### src/rtl/erf_pkg.sv
package erf_pkg;

    // Kind of refresh request raised in the current cycle
    typedef enum logic [1:0] {
        RQ_NONE  = 2'd0,
        RQ_LULL  = 2'd1,
        RQ_FORCE = 2'd2
    } rq_kind_t;

    // Events produced by the interval/window timer
    typedef struct packed {
        logic earn;       // first cycle of an interval
        logic final_ivl;  // inside the catch-up interval of a window
    } ivl_evt_t;

    // Bits needed to hold values 0..max_val
    function automatic int cnt_bits(input int max_val);
        return (max_val < 2) ? 1 : $clog2(max_val + 1);
    endfunction

    // Request priority: forced catch-up over opportunistic lull use
    function automatic rq_kind_t pick_kind(input logic have_credit,
                                           input logic blocked,
                                           input logic final_ivl,
                                           input logic lull);
        if (!have_credit || blocked) return RQ_NONE;
        if (final_ivl)               return RQ_FORCE;
        if (lull)                    return RQ_LULL;
        return RQ_NONE;
    endfunction

endpackage

### src/rtl/erf_interval_timer.sv
module erf_interval_timer
    import erf_pkg::*;
#(
    parameter int INTERVAL_CYC = 975,
    parameter int WINDOW_CNT   = 8
) (
    input  logic     clk_i,
    input  logic     rst_i,
    output ivl_evt_t evt_o
);
    localparam int IW = cnt_bits(INTERVAL_CYC - 1);
    localparam int WW = cnt_bits(WINDOW_CNT - 1);
    localparam logic [IW-1:0] ILAST = IW'(INTERVAL_CYC - 1);
    localparam logic [WW-1:0] WLAST = WW'(WINDOW_CNT - 1);

    logic [IW-1:0] icnt_q;
    logic [WW-1:0] wcnt_q;

    always_ff @(posedge clk_i) begin
        if (rst_i) begin
            icnt_q <= '0;
            wcnt_q <= '0;
        end else if (icnt_q == ILAST) begin
            icnt_q <= '0;
            wcnt_q <= (wcnt_q == WLAST) ? '0 : wcnt_q + 1'b1;
        end else begin
            icnt_q <= icnt_q + 1'b1;
        end
    end

    always_comb begin
        evt_o.earn      = (icnt_q == '0);
        evt_o.final_ivl = (wcnt_q == WLAST);
    end

    // a window ends by starting a fresh, non-final interval
    p_window_wrap_r4: assert property (@(posedge clk_i) disable iff (rst_i)
        (icnt_q == ILAST && wcnt_q == WLAST) |=> (evt_o.earn && !evt_o.final_ivl));

    // an earn event is followed by a non-earn cycle when intervals are long
    p_earn_single_r2: assert property (@(posedge clk_i) disable iff (rst_i)
        evt_o.earn |=> !evt_o.earn);

endmodule

### src/rtl/erf_credit.sv
module erf_credit
    import erf_pkg::*;
#(
    parameter int WINDOW_CNT = 8
) (
    input  logic clk_i,
    input  logic rst_i,
    input  logic earn_i,
    input  logic take_i,
    output logic nonzero_o
);
    localparam int CW = cnt_bits(WINDOW_CNT);
    localparam logic [CW-1:0] CMAX = CW'(WINDOW_CNT);

    logic [CW-1:0] credit_q;
    logic [CW-1:0] credit_d;

    always_comb begin
        credit_d = credit_q;
        if (take_i && credit_q != '0) credit_d = credit_d - 1'b1;
        if (earn_i && credit_d != CMAX) credit_d = credit_d + 1'b1;
    end

    always_ff @(posedge clk_i) begin
        if (rst_i) credit_q <= '0;
        else       credit_q <= credit_d;
    end

    assign nonzero_o = (credit_q != '0);

    // a full bank stays full when more credit arrives without a take
    p_credit_sat_r8: assert property (@(posedge clk_i) disable iff (rst_i)
        (earn_i && !take_i && credit_q == CMAX) |=> (credit_q == CMAX));

    // an accepted refresh without a new earn lowers the bank by one
    p_take_dec_r2: assert property (@(posedge clk_i) disable iff (rst_i)
        (take_i && !earn_i) |=> (credit_q == $past(credit_q) - 1'b1));

    // a take is only seen while credit exists
    p_take_has_credit_r2: assert property (@(posedge clk_i) disable iff (rst_i)
        take_i |-> nonzero_o);

endmodule

### src/rtl/erf_lull_detect.sv
module erf_lull_detect
    import erf_pkg::*;
#(
    parameter int LULL_CYC = 16
) (
    input  logic clk_i,
    input  logic rst_i,
    input  logic rank_idle_i,
    output logic lull_o
);
    localparam int RW = cnt_bits(LULL_CYC);
    localparam logic [RW-1:0] RMAX = RW'(LULL_CYC);

    logic [RW-1:0] run_q;

    always_ff @(posedge clk_i) begin
        if (rst_i)             run_q <= '0;
        else if (!rank_idle_i) run_q <= '0;
        else if (run_q != RMAX) run_q <= run_q + 1'b1;
    end

    assign lull_o = rank_idle_i && (run_q == RMAX);

    // a lull needs the idle input to have been high on the previous edge
    p_lull_history_r3: assert property (@(posedge clk_i) disable iff (rst_i)
        lull_o |-> $past(rank_idle_i));

    // dropping idle ends any lull in the same cycle
    p_lull_drop_r3: assert property (@(posedge clk_i) disable iff (rst_i)
        !rank_idle_i |-> !lull_o);

endmodule

### src/rtl/erf_busy_timer.sv
module erf_busy_timer
    import erf_pkg::*;
#(
    parameter int BUSY_CYC = 44
) (
    input  logic clk_i,
    input  logic rst_i,
    input  logic start_i,
    output logic block_o
);
    localparam int BW = cnt_bits(BUSY_CYC);
    localparam logic [BW-1:0] BLEN = BW'(BUSY_CYC);

    logic [BW-1:0] left_q;

    always_ff @(posedge clk_i) begin
        if (rst_i)              left_q <= '0;
        else if (start_i)       left_q <= BLEN;
        else if (left_q != '0)  left_q <= left_q - 1'b1;
    end

    assign block_o = (left_q != '0);

    // the busy period begins only from an accepted refresh
    p_block_origin_r5: assert property (@(posedge clk_i) disable iff (rst_i)
        $rose(block_o) |-> $past(start_i));

    // an accepted refresh blocks the rank on the next cycle
    p_block_start_r5: assert property (@(posedge clk_i) disable iff (rst_i)
        start_i |=> block_o);

endmodule

### src/rtl/elastic_refresh_sched.sv
module elastic_refresh_sched
    import erf_pkg::*;
#(
    parameter int INTERVAL_CYC = 975,
    parameter int BUSY_CYC     = 44,
    parameter int WINDOW_CNT   = 8,
    parameter int LULL_CYC     = 16
) (
    input  logic clk_i,
    input  logic rst_i,
    input  logic rank_idle_i,
    input  logic ref_ack_i,
    output logic ref_req_o,
    output logic ref_urgent_o,
    output logic rank_block_o
);
    ivl_evt_t evt;
    logic     have_credit;
    logic     lull;
    logic     blocked;
    logic     take;
    rq_kind_t kind;

    erf_interval_timer #(
        .INTERVAL_CYC (INTERVAL_CYC),
        .WINDOW_CNT   (WINDOW_CNT)
    ) u_timer (
        .clk_i (clk_i),
        .rst_i (rst_i),
        .evt_o (evt)
    );

    erf_credit #(
        .WINDOW_CNT (WINDOW_CNT)
    ) u_credit (
        .clk_i     (clk_i),
        .rst_i     (rst_i),
        .earn_i    (evt.earn),
        .take_i    (take),
        .nonzero_o (have_credit)
    );

    erf_lull_detect #(
        .LULL_CYC (LULL_CYC)
    ) u_lull (
        .clk_i       (clk_i),
        .rst_i       (rst_i),
        .rank_idle_i (rank_idle_i),
        .lull_o      (lull)
    );

    erf_busy_timer #(
        .BUSY_CYC (BUSY_CYC)
    ) u_busy (
        .clk_i   (clk_i),
        .rst_i   (rst_i),
        .start_i (take),
        .block_o (blocked)
    );

    always_comb begin
        kind         = pick_kind(have_credit, blocked, evt.final_ivl, lull);
        ref_req_o    = (kind != RQ_NONE);
        ref_urgent_o = (kind == RQ_FORCE);
        take         = ref_ack_i && ref_req_o;
        rank_block_o = blocked;
    end

    // never request while the previous refresh is still completing
    p_no_req_blocked_r5: assert property (@(posedge clk_i) disable iff (rst_i)
        rank_block_o |-> !ref_req_o);

    // an accepted refresh drops the request and blocks next cycle
    p_accept_blocks_r5: assert property (@(posedge clk_i) disable iff (rst_i)
        (ref_ack_i && ref_req_o) |=> (rank_block_o && !ref_req_o));

    // urgent only accompanies a request
    p_urgent_req_r9: assert property (@(posedge clk_i) disable iff (rst_i)
        ref_urgent_o |-> ref_req_o);

    // outside the catch-up interval a busy rank sees no request
    p_busy_quiet_r3: assert property (@(posedge clk_i) disable iff (rst_i)
        (!rank_idle_i && !evt.final_ivl) |-> !ref_req_o);

    // an acknowledge with no request starts no busy period
    p_stray_ack_r6: assert property (@(posedge clk_i) disable iff (rst_i)
        (ref_ack_i && !ref_req_o && !rank_block_o) |=> !rank_block_o);

endmodule

### config.mk
export PLATFORM = sky130hd
export DESIGN_NAME = elastic_refresh_sched
export DESIGN_NICKNAME = d
export VERILOG_FILES = /design/src/rtl/erf_pkg.sv /design/src/rtl/erf_interval_timer.sv /design/src/rtl/erf_credit.sv /design/src/rtl/erf_lull_detect.sv /design/src/rtl/erf_busy_timer.sv /design/src/rtl/elastic_refresh_sched.sv
export SDC_FILE = /design/constraint.sdc
export NUM_CORES = 1
export LEC_CHECK = 0
export BUFFER_PORTS_ARGS = -buffer_cell sky130_fd_sc_hd__buf_2
export CAP_MARGIN = 25
export CORE_MARGIN = 3
export CORE_UTILIZATION = 50
export DETAILED_ROUTE_END_ITERATION = 8
export PLACE_DENSITY_LB_ADDON = 0.2
export SLEW_MARGIN = 40
export SYNTH_ARGS = -nofsm -noshare
export SYNTH_HDL_FRONTEND = slang
export SYNTH_HIERARCHICAL = 1
export SYNTH_SLANG_ARGS = --single-unit
### constraint.sdc
create_clock -name clk_i -period 3.3 [get_ports clk_i]
set_clock_uncertainty 0.2 [all_clocks]
set_input_delay 0 -clock clk_i [delete_from_list [all_inputs] [get_ports clk_i]]
set_output_delay 0 -clock clk_i [all_outputs]
set_load 0.02 [all_outputs]
==> impl_metrics.ini <==
[critical_path]
path_cells = inv_1 > ha_1 > or3b_4 > or2_4 > and4bb_4 > nand2b_1 > o211ai_2 > inv_2 > ha_1 > inv_2 > a311oi_4 > a21oi_2 > o211a_1
cp-endpoint = u_credit/credit_q[1]
worst-r2r-cell-count = 13
critical_path.startpoint_type = flip-flop
critical_path_depth = 13
critical-path-top-delay-family = simple AND/OR/NAND/NOR gates
crit_slowest_cell = sky130_fd_sc_hd__or3b_4
crit_buf_inv = 3
timing.critical_path.arrival_ns = 3.17
required_time_reported_for_the_critical_path_endpoint_ns = 3.34
setup.worst_path.end_class = flip-flop
setup_slack_reg_to_reg_ns = 0.17
crit_type = reg2reg
worstReg2RegEnd = u_credit/credit_q[1]
cpPeakStageDelay_ns = 0.41
crit-reg2reg-launch = u_busy/left_q[0]
startpoint = u_busy/left_q[0]
crit_fanout = 7

[grt]
grt_antenna_before_repair = 0
pin_count_of_the_biggest_net_entering_global_routing = 18
first_global_vias = 1328
grtUsageTotal_pct = 17.0
grt_overflow = 0
global_route_wire_length_before_repair_um = 5720

[timing]
finalMaxSlewViolations = 0
setup_viol = 0
min_period_over_period_pct = 94.9
timing.final.crit_period_ns = 3.13
clock.fmax_mhz = 319
totalNegativeSetupSlack_ns = 0
tightestPinTransition_ns = 0.528
slew_headroom_pct = 64.5
timing_hold_violations_final = 0
setup_repair_after_global_routing_missed_its_margin = no

[power]
power.share.combinational_pct = 39.1
power.leakage_uw = 0.000781
clock_power_share_pct = 20.1
p_switching_uw = 398
pwr_density_cell_nw_per_um2 = 593
internal-power_uw = 720
seqPwrFrac_pct = 40.8
power.switching_fraction_pct = 35.6
max-vdd-ir-drop_v = 0.000292

[clocking]
cts_tree = built
cts_sinks = 28
cts_htree_levels = 1
clock_latency_of_the_later_clocked_register_in_the_worst_skew_pair_ns = 0.32
clk_root_buffer_cell = sky130_fd_sc_hd__clkbuf_4
clock_buffer_depth = 2
clk_pin_slew_ns = 0.15
cts-buffers-inserted = 3

[placed_design]
routabilityCongestion = 0.906
dp_hpwl_um = 2430
portBuffers = 6

[floorplan]
die_h_um = 64.1
initial_core_util_pct = 54.0
die-area_um2 = 4110
design.portCount = 7
chipWidth_um = 64.1
count_of_standard_cell_rows = 20
core_area_um2 = 3130

[route]
drc = 0
drtPass1Iterations = 4
postRouteWirelength_um = 3170
route.detailed.vias_per_inst = 5.47
ant_nets = 0
detail_route.wl_per_cell_um = 13.1
drtIter0Drc = 90
dr_total_vias = 1324

[final_layout]
area_of_combinational_cells_with_multiple_inputs_um2 = 1080
nFillCells = 280
insertedDiodeCount = 0
finalCoreUtilization_pct = 60.2
layout_common_cells = sky130_fd_sc_hd__dfxtp_1, sky130_fd_sc_hd__nor2_1, sky130_fd_sc_hd__inv_1
area.growth.synth_to_final_pct = 11.4
finish.net_count = 215
post_route_cells_drive_above_1_share_pct = 20.7
final-seq-area_um2 = 563
layout.cells.most_common = sky130_fd_sc_hd__dfxtp_1

[synth]
synth_edf_count = 0
seq_area_frac_synth_pct = 33.2
post_synth_num_cell_types = 55
synth-async-reset-ratio_pct = 0
syn_area_per_cell_um2 = 9.14
postSynthCellCount = 185
postSynthNetCount = 201
synth_largest_area_cell = sky130_fd_sc_hd__dfxtp_1
synthTopCellsByArea = sky130_fd_sc_hd__dfxtp_1, sky130_fd_sc_hd__ha_1, sky130_fd_sc_hd__nor2_1
synth-main-ff-cell = sky130_fd_sc_hd__dfxtp_1
yosys_register_bits = 28
synthesis.area_um2 = 1690
yosysWarningCount = 6
synth_top_cell_area_share_pct = 33.2

[status]
status = finished clean

[flow_run]
drv_cap = 0

[worst_hold_path]
min-delay-path-class = in2reg
per-layer routing:
layer / global-route usage (%) / share of wire [%] / routed length (um)
met5: 0 / 0 / 0
met4: 4.75 / 0.88 / 28
met3: 2.81 / 2.2 / 70
met2: 30.8 / 50 / 1580
met1: 20.4 / 47 / 1500
cells by family (layout without fill, tap and decap cells):
family | count (synthesis) | count (layout) | share of synthesized area, %
buf+inv | 19 | 32 | 4.37
compound gates | 32 | 32 | 13.7
mux | 7 | 7 | 4.44
flops | 28 | 28 | 33.2
xor+xnor | 10 | 10 | 5.18
fa+ha+maj | 12 | 12 | 8.88
simple gates | 77 | 77 | 30.3
synth_stat cells (2+ instances only):
cell type,number
sky130_fd_sc_hd__mux2i_1,6
sky130_fd_sc_hd__nand4_1,2
sky130_fd_sc_hd__nor2_1,20
sky130_fd_sc_hd__a31oi_1,3
sky130_fd_sc_hd__ha_1,12
sky130_fd_sc_hd__nor3b_1,2
sky130_fd_sc_hd__nor4b_1,2
sky130_fd_sc_hd__dfxtp_1,28
sky130_fd_sc_hd__nor2b_1,2
sky130_fd_sc_hd__nor4_1,2
sky130_fd_sc_hd__or2_2,2
sky130_fd_sc_hd__nand3_1,7
sky130_fd_sc_hd__or3_1,3
sky130_fd_sc_hd__xnor2_1,3
sky130_fd_sc_hd__and2_2,2
sky130_fd_sc_hd__a211o_1,2
sky130_fd_sc_hd__nor3_1,4
sky130_fd_sc_hd__a21oi_1,9
sky130_fd_sc_hd__buf_2,2
sky130_fd_sc_hd__and4bb_2,3
sky130_fd_sc_hd__nand2b_1,4
sky130_fd_sc_hd__inv_1,14
sky130_fd_sc_hd__xor2_1,7
sky130_fd_sc_hd__o21ai_0,4
sky130_fd_sc_hd__nand2_1,8
sky130_fd_sc_hd__inv_2,3
power by group through the flow:
stage | sequential (uW) | clock [uW] | combinational, uW
after floorplan | 443 | 0 | 345
after global placement | 455 | 0 | 408
after detailed placement | 459 | 0 | 423
after CTS | 450 | 233 | 429
after global routing | 466 | 245 | 491
final | 456 | 224 | 437
state kept, by name (all words and copies together) (netlist names):
register,count
u_credit/credit_q,4
u_lull/run_q,5
u_timer/wcnt_q,3
u_busy/left_q,6
u_timer/icnt_q,10
final cells by class:
class | instances | share of cell area, %
multi-input combinational | 138 | 57.1
sequential | 28 | 29.9
timing repair buffer | 11 | 3.85
inverter | 17 | 3.39
tap | 44 | 2.92
clock inverter | 1 | 1.59
clock buffer | 3 | 1.20
tightest hold or removal path: stages:
cell and delay (ns):
sky130_fd_sc_hd__buf_2 0.08, sky130_fd_sc_hd__and4bb_4 0.28, sky130_fd_sc_hd__buf_4 0.16, sky130_fd_sc_hd__a2111oi_2 0.05
metrics by stage:
step / cells / hold WS [ns] / instance area, um^2 / worst slack [ns] / power, uW
floorplan: 185 / -0.131 / 1690 / 0.0733 / 789
global placement: 234 / 0.122 / 1770 / 0.146 / 863
detailed placement: 234 / 0.146 / 1770 / 0.0464 / 882
CTS: 240 / 0.180 / 1850 / 0.0242 / 1110
global route: 242 / 0.0675 / 1880 / 0.0181 / 1200
finish: 242 / 0.0678 / 1880 / 0.168 / 1120
how the worst min path moves through the flow:
stage | from | end | cells after the start
detailed placement | rank_idle_i | u_lull/run_q[4] | 3
global route | ref_ack_i | u_busy/left_q[1] | 4
global placement | rank_idle_i | u_lull/run_q[4] | 3
floorplan | rst_i | u_busy/left_q[1] | 1
finish | ref_ack_i | u_busy/left_q[1] | 4
CTS | ref_ack_i | u_busy/left_q[1] | 4
repair_timing:
action / in CTS / in global routing
gates resized for setup: 0 / 5
hold endpoints to repair: 19 / 0
endpoints found under the setup margin: 0 / 3
hold buffers: 2 / 0
buffers inserted: 0 / 2
No activity file was read; power rests on OpenSTA's default activity.
